`config.mk`:
```
export PLATFORM = sky130hd
export DESIGN_NAME = l1_pipe_buffer
export DESIGN_NICKNAME = d
export VERILOG_FILES = /design/src/rtl/lpb_pkg.sv /design/src/rtl/lpb_ring.sv /design/src/rtl/lpb_fifo.sv /design/src/rtl/lpb_copy_fsm.sv /design/src/rtl/l1_pipe_buffer.sv
export SDC_FILE = /design/constraint.sdc
export NUM_CORES = 2
export LEC_CHECK = 0
export BUFFER_PORTS_ARGS = -buffer_cell sky130_fd_sc_hd__buf_4
export CAP_MARGIN = 20
export CORE_ASPECT_RATIO = 1.2
export CORE_MARGIN = 4
export CORE_UTILIZATION = 45
export DETAILED_ROUTE_END_ITERATION = 10
export MAX_ROUTING_LAYER = met4
export PLACE_DENSITY = 0.57
export SYNTH_ARGS = -nofsm -noshare
export SYNTH_HDL_FRONTEND = slang
export SYNTH_SLANG_ARGS = --single-unit
```
`constraint.sdc`:
```
create_clock -name clk -period 11.5 [get_ports clk]
set_input_delay 2.875 -clock clk [delete_from_list [all_inputs] [get_ports clk]]
set_output_delay 2.875 -clock clk [all_outputs]
set_load 0.01 [all_outputs]
```
`src/rtl/lpb_pkg.sv`:
```
package lpb_pkg;

    typedef enum logic [0:0] {
        CP_IDLE = 1'b0,
        CP_COPY = 1'b1
    } cp_state_t;

endpackage

```
`src/rtl/lpb_ring.sv`:
```
module lpb_ring #(
    parameter int DW = 12,
    parameter int AW = 8
) (
    input  logic          clk,
    input  logic          rst_n,
    input  logic [DW-1:0] din,
    input  logic [AW-1:0] rd_addr,
    output logic [DW-1:0] rd_data,
    output logic [AW-1:0] wptr
);
    localparam int DEPTH = 1 << AW;

    logic [DW-1:0] store [DEPTH];
    logic [AW-1:0] wptr_q;

    // Write pointer advances on every edge, never paused.
    always_ff @(posedge clk or negedge rst_n) begin
        if (!rst_n) begin
            wptr_q <= '0;
        end else begin
            wptr_q <= wptr_q + 1'b1;
        end
    end

    always_ff @(posedge clk) begin
        store[wptr_q] <= din;
    end

    assign rd_data = store[rd_addr];
    assign wptr    = wptr_q;

endmodule

```
`src/rtl/lpb_fifo.sv`:
```
module lpb_fifo #(
    parameter int W     = 13,
    parameter int DEPTH = 16
) (
    input  logic                       clk,
    input  logic                       rst_n,
    input  logic                       push,
    input  logic [W-1:0]               din,
    input  logic                       pop,
    output logic [W-1:0]               dout,
    output logic                       empty,
    output logic                       full,
    output logic [$clog2(DEPTH+1)-1:0] free
);
    localparam int PW = $clog2(DEPTH);
    localparam int CW = $clog2(DEPTH+1);

    logic [W-1:0]  mem [DEPTH];
    logic [PW-1:0] wr_q, rd_q;
    logic [CW-1:0] cnt_q;
    logic          do_push, do_pop;

    assign empty   = (cnt_q == '0);
    assign full    = (cnt_q == CW'(DEPTH));
    assign free    = CW'(DEPTH) - cnt_q;
    assign do_push = push && !full;
    assign do_pop  = pop && !empty;
    assign dout    = mem[rd_q];

    always_ff @(posedge clk or negedge rst_n) begin
        if (!rst_n) begin
            wr_q  <= '0;
            rd_q  <= '0;
            cnt_q <= '0;
        end else begin
            if (do_push) begin
                wr_q <= (wr_q == PW'(DEPTH-1)) ? '0 : wr_q + 1'b1;
            end
            if (do_pop) begin
                rd_q <= (rd_q == PW'(DEPTH-1)) ? '0 : rd_q + 1'b1;
            end
            unique case ({do_push, do_pop})
                2'b10:   cnt_q <= cnt_q + 1'b1;
                2'b01:   cnt_q <= cnt_q - 1'b1;
                default: cnt_q <= cnt_q;
            endcase
        end
    end

    always_ff @(posedge clk) begin
        if (do_push) begin
            mem[wr_q] <= din;
        end
    end

endmodule

```
`src/rtl/lpb_copy_fsm.sv`:
```
module lpb_copy_fsm
    import lpb_pkg::*;
#(
    parameter int AW    = 8,
    parameter int WIN_W = 2,
    parameter int FCW   = 5
) (
    input  logic             clk,
    input  logic             rst_n,
    input  logic             accept,
    input  logic [AW-1:0]    cfg_latency,
    input  logic [WIN_W-1:0] cfg_window,
    input  logic [AW-1:0]    wptr,
    input  logic [FCW-1:0]   fifo_free,
    output logic [AW-1:0]    rd_addr,
    output logic             push,
    output logic             push_last,
    output logic             busy,
    output logic             drop,
    output logic             copy_active
);
    localparam int LEN_W = WIN_W + 1;

    cp_state_t        state_q, state_d;
    logic [AW-1:0]    base_q;
    logic [WIN_W-1:0] idx_q, last_q;
    logic [LEN_W-1:0] need_len;
    logic             start;
    logic             at_last;

    assign need_len = {1'b0, cfg_window} + 1'b1;
    assign at_last  = (idx_q == last_q);

    // Next-state logic
    always_comb begin
        state_d = state_q;
        unique case (state_q)
            CP_IDLE: if (start)   state_d = CP_COPY;   // T_START
            CP_COPY: if (at_last) state_d = CP_IDLE;   // T_DONE
            default: state_d = CP_IDLE;
        endcase
    end

    // State register
    always_ff @(posedge clk or negedge rst_n) begin
        if (!rst_n) begin
            state_q <= CP_IDLE;
        end else begin
            state_q <= state_d;
        end
    end

    // Window bookkeeping
    always_ff @(posedge clk or negedge rst_n) begin
        if (!rst_n) begin
            base_q <= '0;
            idx_q  <= '0;
            last_q <= '0;
        end else if (start) begin
            base_q <= wptr - cfg_latency;
            idx_q  <= '0;
            last_q <= cfg_window;
        end else if (state_q == CP_COPY) begin
            idx_q <= idx_q + 1'b1;
        end
    end

    // Outputs
    always_comb begin
        busy        = 1'b0;
        push        = 1'b0;
        push_last   = 1'b0;
        copy_active = 1'b0;
        unique case (state_q)
            CP_IDLE: begin
                busy = (32'(fifo_free) < 32'(need_len));
            end
            CP_COPY: begin
                busy        = 1'b1;
                push        = 1'b1;
                push_last   = at_last;
                copy_active = 1'b1;
            end
            default: busy = 1'b1;
        endcase
        start   = accept && !busy;
        drop    = accept && busy;
        rd_addr = base_q + AW'(idx_q);
    end

endmodule

```
`src/rtl/l1_pipe_buffer.sv`:
```
module l1_pipe_buffer #(
    parameter int DW         = 12,
    parameter int AW         = 8,
    parameter int FIFO_DEPTH = 16,
    parameter int LOST_W     = 8
) (
    input  logic              clk,
    input  logic              rst_n,
    input  logic [DW-1:0]     smp_in,
    input  logic              l1_accept,
    input  logic [AW-1:0]     cfg_latency,
    input  logic [1:0]        cfg_window,
    input  logic              ro_ready,
    output logic              ro_valid,
    output logic [DW-1:0]     ro_data,
    output logic              ro_last,
    output logic              busy,
    output logic [LOST_W-1:0] lost_count
);
    localparam int FCW = $clog2(FIFO_DEPTH+1);
    localparam int FW  = DW + 1;

    logic [AW-1:0]  wptr, rd_addr;
    logic [DW-1:0]  rd_data;
    logic           fifo_push, fifo_push_last, fifo_full, fifo_empty;
    logic [FCW-1:0] fifo_free;
    logic [FW-1:0]  fifo_dout;
    logic           drop, copy_active;
    logic [LOST_W-1:0] lost_q;

    lpb_ring #(.DW(DW), .AW(AW)) u_ring (
        .clk     (clk),
        .rst_n   (rst_n),
        .din     (smp_in),
        .rd_addr (rd_addr),
        .rd_data (rd_data),
        .wptr    (wptr)
    );

    lpb_copy_fsm #(.AW(AW), .WIN_W(2), .FCW(FCW)) u_copy (
        .clk         (clk),
        .rst_n       (rst_n),
        .accept      (l1_accept),
        .cfg_latency (cfg_latency),
        .cfg_window  (cfg_window),
        .wptr        (wptr),
        .fifo_free   (fifo_free),
        .rd_addr     (rd_addr),
        .push        (fifo_push),
        .push_last   (fifo_push_last),
        .busy        (busy),
        .drop        (drop),
        .copy_active (copy_active)
    );

    lpb_fifo #(.W(FW), .DEPTH(FIFO_DEPTH)) u_fifo (
        .clk   (clk),
        .rst_n (rst_n),
        .push  (fifo_push),
        .din   ({fifo_push_last, rd_data}),
        .pop   (ro_ready),
        .dout  (fifo_dout),
        .empty (fifo_empty),
        .full  (fifo_full),
        .free  (fifo_free)
    );

    always_ff @(posedge clk or negedge rst_n) begin
        if (!rst_n) begin
            lost_q <= '0;
        end else if (drop && (lost_q != {LOST_W{1'b1}})) begin
            lost_q <= lost_q + 1'b1;
        end
    end

    assign ro_valid   = !fifo_empty;
    assign ro_data    = fifo_dout[DW-1:0];
    assign ro_last    = fifo_dout[DW];
    assign lost_count = lost_q;

endmodule

```
After elaboration in Yosys (flattened, before gate mapping)
Memories as Yosys holds them, arrays and structs flattened.
Index checks and enable logic that the tools add are counted.
Storage, ports and cells
  bits in registers: 42
  RAM bits: 3280
  bits of input ports: 26
  output and inout bits: 23
  logic and storage cells: 55
  memories: 2
Cells by class
  add/subtract/negate cells: 11
  magnitude comparators: 1
  equality and inequality tests: 7
  mux-type cells: 13
  bitwise logic cells: 1
  reduce and logical (&&, ||, !) cells: 11
Memories
  u_ring.store: words 256, width 12, rd ports 1, clocked after Yosys merged registers in 0, wr ports 1, RTL line lpb_ring.sv:14  | logic [DW-1:0] store [DEPTH];
  u_fifo.mem: words 16, width 13, rd ports 1, clocked after Yosys merged registers in 0, wr ports 1, RTL line lpb_fifo.sv:18  | logic [W-1:0] mem [DEPTH];
Operator list (number)
  adder 8 x 1 -> 8 bit (second input constant): 2
  one-hot mux 5 bit (2 select lines): 1
  adder 4 x 1 -> 4 bit (second input constant): 2
  adder 8 x 2 -> 8 bit: 1
  == test 4 bit (second input constant): 2
  2-to-1 mux 4 bit: 2
  inequality test 8 bit (second input constant): 1
  subtractor 8 bit: 1
  2-to-1 mux 1 bit: 6
  adder 5 x 1 -> 5 bit (second input constant): 1
  == test 5 bit (second input constant): 1
  logical AND 1 bit: 5
  logical NOT 5 bit: 1
  less-than comparator 5 x 3 -> 1 bit: 1
  subtractor 5 x 1 -> 5 bit (second input constant): 1
  subtractor 5 bit (first input constant): 1
  2-to-1 mux 2 bit: 2
  one-hot mux 1 bit (2 select lines): 2
  nonzero test 2 bit: 2
  adder 2 x 1 -> 3 bit (second input constant): 1
  logical NOT 1 bit: 3
  adder 2 x 1 -> 2 bit (second input constant): 1
  == test 2 x 1 -> 1 bit (second input constant): 1
  == test 2 bit: 1
  2 further kinds: 2

Longest topological paths before layout
  depth in word-level cells: 7
  gate-level depth with buffers: 18
  gate-level depth less buffers: 15

Cells and area by module
A second synthesis with hierarchy kept.
Unflattened totals
  cell total of the unflattened synthesis: 6023
  area total of the unflattened synthesis: 128952.4 µm²
Modules (own cells, without submodules)
  lpb_ring: times used 1, cells an instance 5417, area each 118503.7 µm², seq. area each 92448.7 µm²
  lpb_fifo: times used 1, cells an instance 452, area each 8962.3 µm², seq. area each 6571.3 µm²
  lpb_copy_fsm: times used 1, cells an instance 118, area each 1092.3 µm², seq. area each 325.3 µm²
  l1_pipe_buffer: times used 1, cells an instance 36, area each 394.1 µm², seq. area each 200.2 µm²

Worst setup path after synthesis
No wires, ideal clock.
  path type: in2out
  from: input cfg_window[0]
  to: output busy
  data arrival time: 4.139 ns
  data required time: 8.625 ns
  setup slack: 4.486 ns
  cell stages on the path: 7
  buffers on the path: 0
  cells stage by stage: ha_1 > inv_1 > ha_1 > o21a_1 > o21ai_0 > a41oi_1 > inv_1
On the way
  word-level cells in the longest chain between the ends: 3
Ends and longest elaborated chain
  start, declared: RTL line l1_pipe_buffer.sv:12  | input logic [1:0] cfg_window,
  adder 2 x 1 -> 3 bit: RTL line lpb_copy_fsm.sv:31  | assign need_len = {1'b0, cfg_window} + 1'b1;
  less-than comparator 5 x 3 -> 1 bit: RTL line lpb_copy_fsm.sv:76  | busy = (32'(fifo_free) < 32'(need_len));
  one-hot mux 1 bit (2 select lines): RTL line lpb_copy_fsm.sv:74  | unique case (state_q)
  end, declared: RTL line l1_pipe_buffer.sv:17  | output logic busy,
Every way passes these cells.

Final worst setup path
Same ends and word-level chain as after synthesis.

==> metrics.cfg <==
[sta]
finalSetupViolCount = 0
slew_headroom_pct = 19.0
timing.fmax_ghz = 0.134
final.period_utilization_pct = 65.0
timing_max_transition_violations_final = 0
period_needed_ns = 7.47
hold_violations = 0
grt_setup_unrepaired = no
worst_slew_pin_slew_ns = 1.21
setup-tns-final_ns = 0
clock-skew-final_ns = 0.0392

[setup_path]
crit_path_max_cell_delay_ns = 0.53
crit_path_cell_trace = buf_4 > ha_1 > inv_1 > ha_1 > o21a_1 > o21ai_0 > a41oi_1 > inv_1 > buf_4
critical_path_peak_fanout = 7
cp_top_family = compound AO/OA/AOI/OAI gates
cp.required_ns = 8.63
critPathKind = input port to output port
timing.critical_path.buf_inv = 4
endpoint_kind = output port
worst-endpoint-arrival_ns = 4.60
worstSetupStartpointType = input port
timing.critical_path.slowest_stage_cell = a41oi_1

[floorplanning]
area_of_the_core_um2 = 283000
ios = 49
die_h_um = 592
floorplan.die_area_um2 = 293000
starting_density_of_the_core_pct = 45.2
placement_rows = 214
floorplan.die.width_um = 495

[placed_design]
numPortBuffers = 48
routabilityCongestion = 0.844
dp_hpwl_mm = 183

[clock_tree]
cts_max_path_buffers = 4
later_pin_clock_latency_in_the_skew_report_ns = 0.88
ctsHoldBuffers = 0
cts.clk_slew.worst_paths_ns = 0.06
cts_setup_buffers = 0
cts_tree = built
clock-root-buffer = clkbuf_16
tritoncts_num_sinks = 3322
cts.htree.levels = 5
cts-resized-gates = 0
cts_buffers = 326

[global_route]
first_global_vias = 59800
largest_net_degree_at_the_start_of_global_routing = 154
global_route.overflow_total = 0
grt_usage_pct = 22.2
grt_pass1_wl_mm = 450
antenna_violations_before_repair = 7

[detailed_routing]
vias_per_cell = 5.93
dr.first_iter.drc_count = 5734
post-route-drc-count = 0
first_pass_iters = 5
vias = 57800
detail_route.wl_per_cell_um = 32.4
final_routed_wirelength_across_all_metal_layers_mm = 316
drt.antenna.violating_nets = 0

[status]
run_status = completed

[layout]
layout.core_utilization_pct = 51.2
nets = 5768
share_of_cells_above_drive_strength_1_pct = 31.6
syn_to_final_growth_pct = 13.2

[logic_synthesis]
ys_ff_latch = 3322
synth_net_count = 5376
asyncSetResetFlopFracSynth_pct = 1.26
synth.cell_area_um2 = 128000
netlist-cell-type-count = 37
synth_edf_count = 3280
avgSynthCellArea_um2 = 24.0
yosys.area.top_type_share_pct = 77.0
synth-seq-area-share_pct = 77.8
synth_area_leader_cell = edfxtp_1
ys_warn_count = 0
synthCells = 5320
ys.flop_type = edfxtp_1
synth_top_cells_by_area = edfxtp_1 (77%), mux4_2 (18%), dfrtp_1 (0.82%), nor2_1 (0.80%), clkbuf_1 (0.50%)

[flow_run]
maxCapViolations = 0

[power]
power.density_cell_area_nw_per_um2 = 290
irDropWorstVdd_mv = 0.464
total_leakage_power_nw = 45.0

[min_path]
hold_path.class = register to register

-- path summary, 6_finish.rpt --
check | startpoint | to | slack (ns) | cells past startpoint
worst max-delay path | cfg_window[0] | busy | 4.03 | 9
worst min-delay path | lost_count[5]$_DFFE_PN0P_ | lost_count[5]$_DFFE_PN0P_ | 0.50 | 1
worst max register to register | u_copy.idx_q[0]$_DFFE_PN0P_ | u_fifo.mem[6][2]$_DFFE_PP_ | 5.30 | 11
worst min register to register | lost_count[5]$_DFFE_PN0P_ | lost_count[5]$_DFFE_PN0P_ | 0.50 | 1
max in group asynchronous | rst_n | u_fifo.rd_q[0]$_DFFE_PN0P_ | 9.05 | 1
min in group asynchronous | rst_n | u_fifo.rd_q[3]$_DFFE_PN0P_ | 2.00 | 1
-- cells in the mapped netlist (5+ instances only) --
master / number
edfxtp_1: 3280
buf_6: 31
a21o_1: 7
nor2_1: 272
o22ai_1: 12
xor2_1: 17
inv_1: 24
a22o_1: 25
xnor2_1: 26
nor2b_1: 13
buf_2: 62
and2_1: 18
o21ai_0: 19
a221oi_1: 26
ha_1: 28
a221o_1: 12
clkbuf_1: 172
a22oi_1: 49
nand4_1: 5
mux4_2: 1025
buf_1: 23
nand2_1: 80
mux2_2: 5
nand3_1: 12
a21oi_1: 7
buf_4: 8
dfrtp_1: 42
-- through the flow --
step / hold slack [ns] / setup WS, ns / area, um^2 / total power, mW / std cells
floorplan: 0.454 / 4.49 / 128000 / 26.1 / 5320
global placement: 0.477 / 3.96 / 134000 / 32.1 / 9118
detailed placement: 0.495 / 4.02 / 134000 / 32.1 / 9161
CTS: 0.502 / 4.01 / 145000 / 42.6 / 9743
global route: 0.516 / 3.79 / 145000 / 43.6 / 9748
finish: 0.496 / 4.03 / 145000 / 42.0 / 9752
-- routing by layer --
metal,up-vias,global-route usage [%],wire length (um)
li1,23600,-,-
met1,31800,29.6,128000
met2,1838,36.0,160000
met3,494,3.16,18100
met4,0,6.47,10100
met5,-,-,0
-- cell families (layout without fill, tap and decap cells) --
kind of cell               after synthesis  after routing  share of synthesized area (%)
other                                    0              6                              0
AOI/OAI and AO/OA                      160            160                          0.950
DFF                                   3322           3322                           77.8
buffers and inverters                  320            966                           1.21
adders and majority gates               30             30                          0.305
and+or+nand+nor                        415            415                           1.33
muxes                                 1030           1030                           18.1
xor gates and xnor gates                43             43                          0.294
-- area by class of cell --
class                      instances  area (um^2)
antenna                            6         15.0
clock buffer                     404         8640
clock inverter                   178         1640
fill                           21900       138000
inverter                          24         90.1
multi-input combinational       1678        27000
sequential                      3322        99600
tap                             3780         4730
timing repair buffer             360         3080
-- where the power goes --
group | internal [mW] | switching (mW)
Clock | 6.01 | 4.45
Combinational | 7.89 | 9.55
Sequential | 14.0 | 0.133
Total | 27.9 | 14.1
-- cell usage in the layout, fill, tap and decap left out, types with 26 or more instances in the layout --
cell and count:
dfrtp_1 40, ha_1 27, clkinv_1 77, edfxtp_1 3280, mux4_2 1025, bufinv_16 30, nor2_2 29, nand2_1 64
clkbuf_16 335, nor2_1 239, clkbuf_1 69, clkinv_2 51, a221oi_1 26, a22oi_1 49, buf_4 308
-- sequential cells by signal, indices dropped and copies added, names as in the netlist --
signal          cells
u_ring.wptr         8
u_fifo.mem        208
u_copy.state_q      1
u_copy.last_q       2
u_fifo.cnt_q        5
lost_count          8
u_copy.idx_q        2
u_fifo.wr_q         4
u_copy.base_q       8
u_ring.store     3072
u_fifo.rd_q         4
Power figures use the tool's default switching activity.
